===== src/rtl/elzc_pkg.sv =====
package elzc_pkg;
  typedef enum logic {
    SCAN_RIPPLE = 1'b0,
    SCAN_TREE   = 1'b1
  } elzc_scan_e;
endpackage


===== src/rtl/elzc_prefix_or.sv =====
// above[i] is the OR of all input bits strictly above index i.
module elzc_prefix_or
  import elzc_pkg::*;
#(
  parameter int         W    = 8,
  parameter elzc_scan_e SCAN = SCAN_TREE
) (
  input  logic [W-1:0] bits,
  output logic [W-1:0] above
);
  generate
    if (SCAN == SCAN_TREE) begin : g_tree
      localparam int LG = (W > 1) ? $clog2(W) : 1;
      logic [W-1:0] lvl [0:LG];
      assign lvl[0] = bits;
      for (genvar l = 0; l < LG; l++) begin : g_lvl
        for (genvar i = 0; i < W; i++) begin : g_bit
          localparam int J = i + (1 << l);
          if (J < W) begin : g_pair
            assign lvl[l+1][i] = lvl[l][i] | lvl[l][J];
          end else begin : g_pass
            assign lvl[l+1][i] = lvl[l][i];
          end
        end
      end
      assign above = {1'b0, lvl[LG][W-1:1]};
    end else begin : g_ripple
      logic [W-1:0] incl;
      always_comb begin
        incl[W-1] = bits[W-1];
        for (int i = W - 2; i >= 0; i--) begin
          incl[i] = bits[i] | incl[i+1];
        end
      end
      assign above = {1'b0, incl[W-1:1]};
    end
  endgenerate
endmodule


===== src/rtl/elzc_first_match.sv =====
// Flags equality when the first joint set bit is set in both operands,
// or when no bit is set at all.
module elzc_first_match #(
  parameter int W = 8
) (
  input  logic [W-1:0] op_a,
  input  logic [W-1:0] op_b,
  input  logic [W-1:0] above,
  output logic         match
);
  logic [W-1:0] joint;
  logic [W-1:0] first;
  logic         hit_both;
  logic         all_zero;

  assign joint    = op_a | op_b;
  assign first    = joint & ~above;
  assign hit_both = |(first & op_a & op_b);
  assign all_zero = ~|joint;
  assign match    = hit_both | all_zero;
endmodule


===== src/rtl/elzc_cmp.sv =====
module elzc_cmp
  import elzc_pkg::*;
#(
  parameter int         W    = 64,
  parameter elzc_scan_e SCAN = SCAN_TREE
) (
  input  logic [W-1:0] op_a,
  input  logic [W-1:0] op_b,
  output logic         same_len
);
  logic [W-1:0] joint;
  logic [W-1:0] above;

  assign joint = op_a | op_b;

  elzc_prefix_or #(.W(W), .SCAN(SCAN)) scan_i (
    .bits  (joint),
    .above (above)
  );

  elzc_first_match #(.W(W)) match_i (
    .op_a  (op_a),
    .op_b  (op_b),
    .above (above),
    .match (same_len)
  );
endmodule


===== config.mk =====
export PLATFORM = sky130hd
export DESIGN_NAME = elzc_cmp
export DESIGN_NICKNAME = d
export VERILOG_FILES = /design/src/rtl/elzc_pkg.sv /design/src/rtl/elzc_prefix_or.sv /design/src/rtl/elzc_first_match.sv /design/src/rtl/elzc_cmp.sv
export SDC_FILE = /design/constraint.sdc
export NUM_CORES = 1
export LEC_CHECK = 0
export ABC_CLOCK_PERIOD_IN_PS = 1800
export BUFFER_PORTS_ARGS = -buffer_cell sky130_fd_sc_hd__buf_4
export CORE_ASPECT_RATIO = 1.1
export CORE_MARGIN = 2
export CORE_UTILIZATION = 34
export DETAILED_ROUTE_END_ITERATION = 8
export GPL_ROUTABILITY_DRIVEN = 0
export PLACE_DENSITY = 0.81
export SYNTH_ARGS = -nofsm -noshare
export SYNTH_HDL_FRONTEND = slang
export SYNTH_SLANG_ARGS = --single-unit

===== constraint.sdc =====
create_clock -name vclk -period 1.8
set_clock_uncertainty 0.2 [all_clocks]
set_input_delay 0.09 -clock vclk [all_inputs]
set_output_delay 0.09 -clock vclk [all_outputs]
set_load 0.01 [all_outputs]

# Word-level counts from Yosys, hierarchy flattened
# Cells that the tools add are included.
# op_classes
bitwise,321
n_mul,0
n_shift,0
muxes,0
magnitude_cmp,0
reduce_logical,3
eq_ne,0
div,0
n_addsub,0
# op_table
operator,n
$or 1x1->1,316
$and 64x64->64,3
$reduce_or 64->1,2
$not 63->64,1
$or 64x64->64,1
$logic_not 1->1,1
# word_totals
romBits,0
latchBits,0
in_bits,128
out_inout_bits,1
ff_bits,0
memories,0
wordCells,324
mem_bits_rw,0

# Logic depth before layout (Yosys ltp)
# logic_depth
word_depth,13
depth_mapped,7

# Cells and area by module
# A second synthesis with hierarchy kept.
# unflattened
hier_cells,362
area_unflattened_um2,2016.9
# modules_own_cells
module,seq_area_each_um2,cells_per_inst,area_each_um2,n_inst
elzc_first_match,0.0,161,808.3,1
elzc_prefix_or,0.0,137,808.3,1
elzc_cmp,0.0,64,400.4,1

# Worst setup path before layout
# OpenSTA, ideal clock, no wires.
# synth_timing
path_kind,input-to-output
startpoint,input port op_b[31]
endpoint,output port same_len
arrival_ns,1.706
cell_stages,6
required_ns,1.510
path_buffers,0
setup_slack_ns,-0.196
path_cell_list,or4_4 or4b_4 nand4b_4 o211ai_2 a311oi_1 nand4_1
# synth_via
elab_chain_len,13
word_cells_on_any_way,101
# synth_rtl
item,line_no,text
start: declaration,elzc_cmp.sv:8,"input logic [W-1:0] op_b,"
$or 64x64->64,"elzc_first_match.sv:16, elzc_cmp.sv:14",
$or 1x1->1 (6 in series),elzc_prefix_or.sv:20,assign lvl[l+1][i] = lvl[l][i] | lvl[l][J];
$not 63->64,elzc_first_match.sv:17,assign first = joint & ~above;
$and 64x64->64,elzc_first_match.sv:17,
$and 64x64->64 (2 in series),elzc_first_match.sv:18,assign hit_both = |(first & op_a & op_b);
$reduce_or 64->1,elzc_first_match.sv:18,
$or 1x1->1 (*),elzc_first_match.sv:20,assign match = hit_both | all_zero;
end: declaration,elzc_cmp.sv:9,output logic same_len
# Mark *: on every way between the ends. The rest lies on a longest branch, timed or not.

# Worst setup path in the final report
# layout_timing
startpoint,input port op_a[32]
endpoint,output port same_len
# layout_via
elab_chain_len,13
word_cells_on_any_way,102
# layout_rtl
item,line_no,text
start: declaration,elzc_cmp.sv:7,"input logic [W-1:0] op_a,"
$or 64x64->64,"elzc_first_match.sv:16, elzc_cmp.sv:14",
$or 1x1->1 (6 in series),elzc_prefix_or.sv:20,
$not 63->64,elzc_first_match.sv:17,
$and 64x64->64,elzc_first_match.sv:17,
$and 64x64->64 (2 in series),elzc_first_match.sv:18,
$reduce_or 64->1,elzc_first_match.sv:18,
$or 1x1->1 (*),elzc_first_match.sv:20,
# Marked as above.

==> impl_results.md <==
- Status: finished with violations
- Failing checks: setup timing
- Total track usage: 0.314
- Final hold violations: 0
- Critical Path RT: 1.51 ns
- Largest stage delay, worst path: 0.54 ns
- Syn Nets: 338
- CP Capture Type: output pin
- Fmax: 451 MHz
- FF+latch count: 0
- PD cells: 175 mW/mm^2
- Largest family of logic cells by synthesized area: simple AND/OR/NAND/NOR gates
- RSZ-0062 raised after global routing: yes
- Critical path buffers and inverters: 2
- Fillers: 194
- Post-synth top area share: 0.135
- Xor-xnor portion of the synthesized cell area: 0.0140
- Worst path slowest cell: or4b_4
- Wire per inst: 15.0 um
- Post-route cell area: 0.00309 mm^2
- Detailed Place HPWL: 5870 um
- Post-route setup slack: -0.419 ns
- Pin count of the biggest net entering global routing: 7
- Layout area overhead: 147%
- Final cell count without fillers: 479
- Placed inst area: 0.00295 mm^2
- DRC Markers: 0
- CTS Hold Bufs: 0
- Mux contribution to synthesized area: 0
- Post-Syn Area: 0.00125 mm^2
- Lkg Pwr: 1.38 nW
- Crit path kind: in -> out
- Worst-path cell chain: buf_6, or4_4, or4b_4, nand4b_4, o211ai_2, a311oi_1, nand4_1, buf_4
- Syn avg cell area: 5.95 um^2
- Total power: 0.539 mW
- Clkbuf count: 0
- Max cap viols: 0
- Setup TNS: -0.419 ns
- NumNets Final: 559
- Final period utilization: 1.23
- Final min period: 2.22 ns
- Worst path depth: 8
- Grt total ovfl: 0
- Ys Warns: 0
- Vias in the first global route: 2,592
- Wirelength, routed: 7200 um
- Num rows: 23
- Worst VDD drop: 126 uV
- Final design utilization: 0.858
- Hold/Removal Path Class: in -> out
- Cell total after placement: 478
- CORE AREA: 0.00360 mm^2
- Final Hold Slack: 0.477 ns
- Slew Limit Headroom: 0.738
- Worst setup path end: same_len
- Crit path launch: op_a[32]
- Final number of setup-violating endpoints: 1
- Crit path max-delay family: simple AND/OR/NAND/NOR gates
- Pre-CTS setup slack: -0.524 ns
- Die W: 61.8 um
- Dominant cell type by area after synthesis: nor4_1
- N_diodes: 0
- Avg Vias per Cell: 5.72
- Least-Margin Pin Slew: 0.389 ns
- Synth Area in Compound Gates: 0.250
- First-pass GRT wire length: 10,400 um
- Post-Synth Simple-Gate Area: 0.736
- Detailed Routing Iterations Pass 1: 5
- Synth Area in Adders: 0
- CP arrival: 1.93 ns
- Routed via count: 2,738
- Antenna Nets Post-Route: 0
- Final Max Tran Viols: 0
- Initial antenna violation count: 0
- Die area: 0.00418 mm^2
- Seq/Total Area, Yosys: 0
- Buffers on Ports: 129
- Starting DRT DRC Count: 177
- Initial Utilization: 0.347
- Layout cells sized above 1: 0.576
- Critical Path Start Type: input pin
- Mapped Cells: 210
- Boundary Pins: 129
- Synth cell types: 41
- Synth area leaders: nor4_1 (14%), nand2_1 (11%), nor2_1 (9.6%)
- Die Y: 67.6 um
- CP Max Fanout: 4
- Area of the multi-input gates: 0.00137 mm^2
- Register area: 0 um^2
layout by cell type, fill, tap and decap left out, types with 2 or more instances in the layout:
| cell | instances |
|---|---|
| a21oi_1 | 8 |
| a32oi_1 | 3 |
| nand2_1 | 36 |
| buf_4 | 217 |
| a31oi_1 | 4 |
| nand4_1 | 19 |
| a221oi_1 | 2 |
| o31ai_1 | 4 |
| o21ai_0 | 6 |
| and3_1 | 2 |
| nor2_1 | 32 |
| nor4bb_1 | 4 |
| nor3_2 | 2 |
| nand3_1 | 15 |
| nor4b_1 | 2 |
| nor3_1 | 8 |
| a22oi_1 | 3 |
| buf_6 | 2 |
| a311oi_1 | 2 |
| nor4_2 | 13 |
| nor4_1 | 15 |
| and2_1 | 3 |
| nor4_4 | 3 |
where the power goes:
| part | internal (mW) | switching [mW] |
|---|---|---|
| combinational | 0.332 | 0.207 |
| clock | 0 | 0 |
| sequential | 0 | 0 |
cells in the mapped netlist, types with 2 or more instances:
library cell,n
nand4_1,19
o21ai_0,6
nand3_1,15
o31ai_1,5
nor2_1,32
a21oi_1,8
a221oi_1,2
nor4bb_1,4
a31oi_1,4
nor4b_1,2
o41ai_1,2
a311oi_1,2
a32oi_1,3
nor4_2,3
nor3_1,10
a22oi_1,4
nor4_1,27
nand2_1,36
and2_1,3
and3_1,2
metal layers:
metal  share of wire  wire length, um  GRT usage
met2            0.54             3920      0.617
met5               0                0          0
met4           0.032              231     0.0957
met3           0.074              532     0.0307
met1            0.35             2520      0.337
worst min-delay path by stage:
stage                   from  endpoint  slack [ns]  depth (start not counted)
floorplan           op_a[40]  same_len        0.22                          3
global placement    op_b[43]  same_len        0.46                          5
detailed placement  op_b[43]  same_len        0.46                          5
CTS                 op_b[43]  same_len        0.47                          5
global route        op_b[43]  same_len        0.51                          5
finish              op_b[43]  same_len        0.48                          5
final cells by class:
| type | count | share of cell area |
|---|---|---|
| well taps | 50 | 0.0203 |
| repair buffers | 219 | 0.535 |
| multi-input cells | 210 | 0.445 |
tightest hold or removal path, stage by stage:
cell and delay [ns]:
buf_4 0.09, and3_1 0.14, nor4_1 0.06, nand4_1 0.09
buf_4 0.12
timing repair:
item	CTS	global route
setup endpoints to repair	1	1
setup buffers	0	1
pin swaps	9	5
gates resized for setup	6	16
cells by family (layout without fill, tap and decap cells):
logic type / count (synthesis) / count (layout)
AOI/OAI and AO/OA: 45 / 45
xor gates and xnor gates: 2 / 2
buffers and inverters: 0 / 219
and+or+nand+nor: 163 / 163
No activity file was read; power rests on OpenSTA's default activity.
